### src/rtl/lut_cell.sv
module lut_cell #(
  parameter int K = 4
) (
  input  logic         clk,
  input  logic         rst,
  input  logic         cfg_en,
  input  logic         cfg_in,
  input  logic [K-1:0] sel_in,
  output logic         dout
);
  localparam int ENTRIES = 1 << K;
  localparam int W       = ENTRIES + 1;

  logic [W-1:0]       cfg_q;
  logic [ENTRIES-1:0] table_bits;
  logic               bypass;
  logic               lut_val;
  logic               ff_q;

  always_ff @(posedge clk)
    if (cfg_en) cfg_q <= {cfg_q[W-2:0], cfg_in};

  assign table_bits = cfg_q[W-1:1];
  assign bypass     = cfg_q[0];
  assign lut_val    = table_bits[sel_in];

  always_ff @(posedge clk)
    if (rst)          ff_q <= 1'b0;
    else if (!cfg_en) ff_q <= lut_val;

  assign dout = bypass ? lut_val : ff_q;
endmodule


### config.mk
export PLATFORM = sky130hd
export DESIGN_NAME = lut_cell
export DESIGN_NICKNAME = d
export VERILOG_FILES = /design/src/rtl/lut_cell.sv
export SDC_FILE = /design/constraint.sdc
export NUM_CORES = 1
export LEC_CHECK = 0
export ABC_AREA = 1
export CAP_MARGIN = 20
export CORE_MARGIN = 2
export CORE_UTILIZATION = 41
export CTS_BUF_LIST = sky130_fd_sc_hd__clkbuf_16
export DETAILED_ROUTE_END_ITERATION = 6
export DONT_BUFFER_PORTS = 1
export GPL_TIMING_DRIVEN = 1
export PLACE_DENSITY = 0.57
export SLEW_MARGIN = 25
export SYNTH_ARGS = -nofsm -noshare
export SYNTH_HDL_FRONTEND = slang
export SYNTH_SLANG_ARGS = --single-unit
### constraint.sdc
create_clock -name clk -period 1.51 [get_ports clk]
set_input_delay 0.2265 -clock clk [delete_from_list [all_inputs] [get_ports clk]]
set_output_delay 0.2265 -clock clk [all_outputs]
set_load 0.01 [all_outputs]
==> reports/results.ini <==
[sta]
period_needed_ps = 1397
rsz0062_at_grt = no
maxSlewViolCount = 0
fin_skew_ps = 4.323
period_share = 0.9250
relSlewSlack = 0.9068
max_freq_mhz = 716.0
fin_setup_tns_ps = 0
worst-slew-pin-transition_ps = 139.6
whs_ps = 76.19
hold_violations = 0
worst_slack_ps = 113.3
setup_viol = 0

[power_and_ir_drop]
p_per_area_nw_per_um2 = 1269
power_mw = 1.178
ir_drop_uv = 745.0
leakagePower_nw = 0.4163

[routing]
drt-vias-per-instance = 4.491
drt_iter0_drc = 1
routed_wl_um = 1199
wl_per_cell_um = 11.31
ant_nets = 0
firstDrtPassIters = 2
drc = 0
via_count = 476

[placement]
dp_slack_ps = 360.8
dpl-instance-area_sq_um = 829.5
gp_congestion = 0.7156
io_buffers = 0
dp_hpwl_um = 844.6

[logic_synthesis]
synth_fp_nets = 83
synth.most_common_cell = nand2_1
synth_top_area_cell = edfxtp_1
ys_ff_latch = 18
synth_area_leaders = edfxtp_1 (63%), nand2_1 (11%), inv_1 (6.5%)
synthCells = 75
synth_flop_cell = edfxtp_1
synth_warnings = 0
netlist-cell-type-count = 11
synth_top_area_frac = 0.6326
synthTopCellsByCount = nand2_1 (24), edfxtp_1 (17), inv_1 (14)
async_flop_share = 0
ys_seq_area_frac = 0.6574
synth.avg_cell_area_sq_um = 10.76
syn_area_sq_um = 807.0
synth_edf_count = 17

[clock_network]
clock_latency_ps = 250
cts_tree = built
ctsLongestPathBuffers = 2
cts.htree.levels = 1
clk_pin_slew_worst_paths_ps = 50
cts_made_buffers = 3
cts-root-buf = clkbuf_16
clkSinkCount = 18

[critical_path]
rr_startpoint = cfg_q[6]
ff2ff_path_depth = 8
critPathMaxFanout = 2
worstSetupEndpoint = dout
arrival_ps = 1170
cp.required_ps = 1280
crit_start = cfg_q[6]
r2r_slack_ps = 500
startpoint_type = register
reg2reg_to = ff_q
end_kind = output pin
crit_type = reg2out

[die]
fp.dieW_um = 48.37
core_area_sq_um = 1902
initial_core_util = 0.4243
num_io_pins = 9
fp.dieH_um = 48.37
rows = 16
die_area_sq_um = 2339

[grt]
antenna_found_initial = 0
grt_overflow = 0
grt_pass1_wl_um = 2070
grt_pass1_vias = 471
gr-usage-all-layers = 0.1225
grt_max_degree = 20

[cells_and_area]
area_delta_synth_final_pct = 15.04
design_area_sq_um = 928.4
fin_nets = 88
drive_above_1_share = 0.2152
antennaDiodeCount = 0

[run_status]
status = complete, no violations

[flow_run]
cap_violations = 0

[min_path]
hp-class = in2reg

==> area by class of cell <==
| class | count | area, sq um |
|---|---|---|
| sequential | 18 | 530.5 |
| fill | 181 | 973.4 |
| inverter | 15 | 63.81 |
| tap | 27 | 33.78 |
| clock inverter | 1 | 3.754 |
| clock buffer | 3 | 75.07 |
| timing repair buffer | 1 | 7.507 |
| multi-input combinational | 41 | 214.0 |
==> placed cells by master (no fill, tap or decap) <==
cell type  count
a21oi_1        1
buf_4          1
clkbuf_16      3
dfxtp_1        1
edfxtp_1      17
inv_1         15
inv_8          1
nand2_1       23
nand2_2        5
nand3_1        5
nand3_2        6
or2_2          1
==> cell families (layout without fill, tap and decap cells) <==
family	Yosys count	count (layout)	share of synthesized area
AND/OR/NAND/NOR	40	40	0.2434
flip-flops	18	18	0.6574
buffers and inverters	16	20	0.09302
AO/OA/AOI/OAI	1	1	0.006196
==> critical path: stages, from the launching register on <==
cell      delay (ps)
edfxtp_1         410
inv_1             70
nand2_1           50
nand3_2           70
nand3_2           70
nand3_2           70
nand2_1           50
nand2_1           60
nand2_2           70
==> metal layers <==
metal | part of all wire | GRT usage | vias up
li1 | - | - | 248
met5 | 0 | 0 | -
met4 | 0.043 | 0.1000 | 0
met3 | 0.044 | 0.04321 | 5
met2 | 0.45 | 0.1759 | 8
met1 | 0.46 | 0.1481 | 215
==> per-stage QoR <==
stage | util | cells
CTS | 0.4776 | 105
global route | 0.4882 | 106
detailed placement | 0.4362 | 101
finish | 0.4882 | 106
global placement | 0.4362 | 101
floorplan | - | 75
==> timing repair <==
| action | 4_1_cts | 5_1_grt |
|---|---|---|
| gates resized for setup | 0 | 3 |
| setup buffers | 0 | 1 |
| endpoints found under the hold margin | 0 | 0 |
| setup endpoints to repair | 0 | 1 |
| hold buffers | 0 | 0 |
==> worst min-delay path by stage <==
| stage | from | slack, ps | endpoint | cells after the start |
|---|---|---|---|---|
| 6_report | cfg_in | 80 | cfg_q[0] | 0 |
| 5_1_grt | cfg_in | 70 | cfg_q[0] | 0 |
| 4_1_cts | cfg_in | 70 | cfg_q[0] | 0 |
| 3_5_place_dp | cfg_in | 330 | cfg_q[0] | 0 |
| 3_3_place_gp | cfg_in | 330 | cfg_q[0] | 0 |
| 2_1_floorplan | cfg_in | 330 | cfg_q[0] | 0 |
==> sequential cells by signal (all words and copies together), names as in the netlist <==
signal and cells:
ff_q 1, cfg_q 17
==> report_power, final <==
part / switching (mW) / internal [mW] / total [mW]
Combinational: 0.0366 / 0.0289 / 0.0655
Clock: 0.164 / 0.351 / 0.515
Sequential: 0.0147 / 0.582 / 0.597
Total: 0.216 / 0.962 / 1.18
No activity file was read; power rests on OpenSTA's default activity.
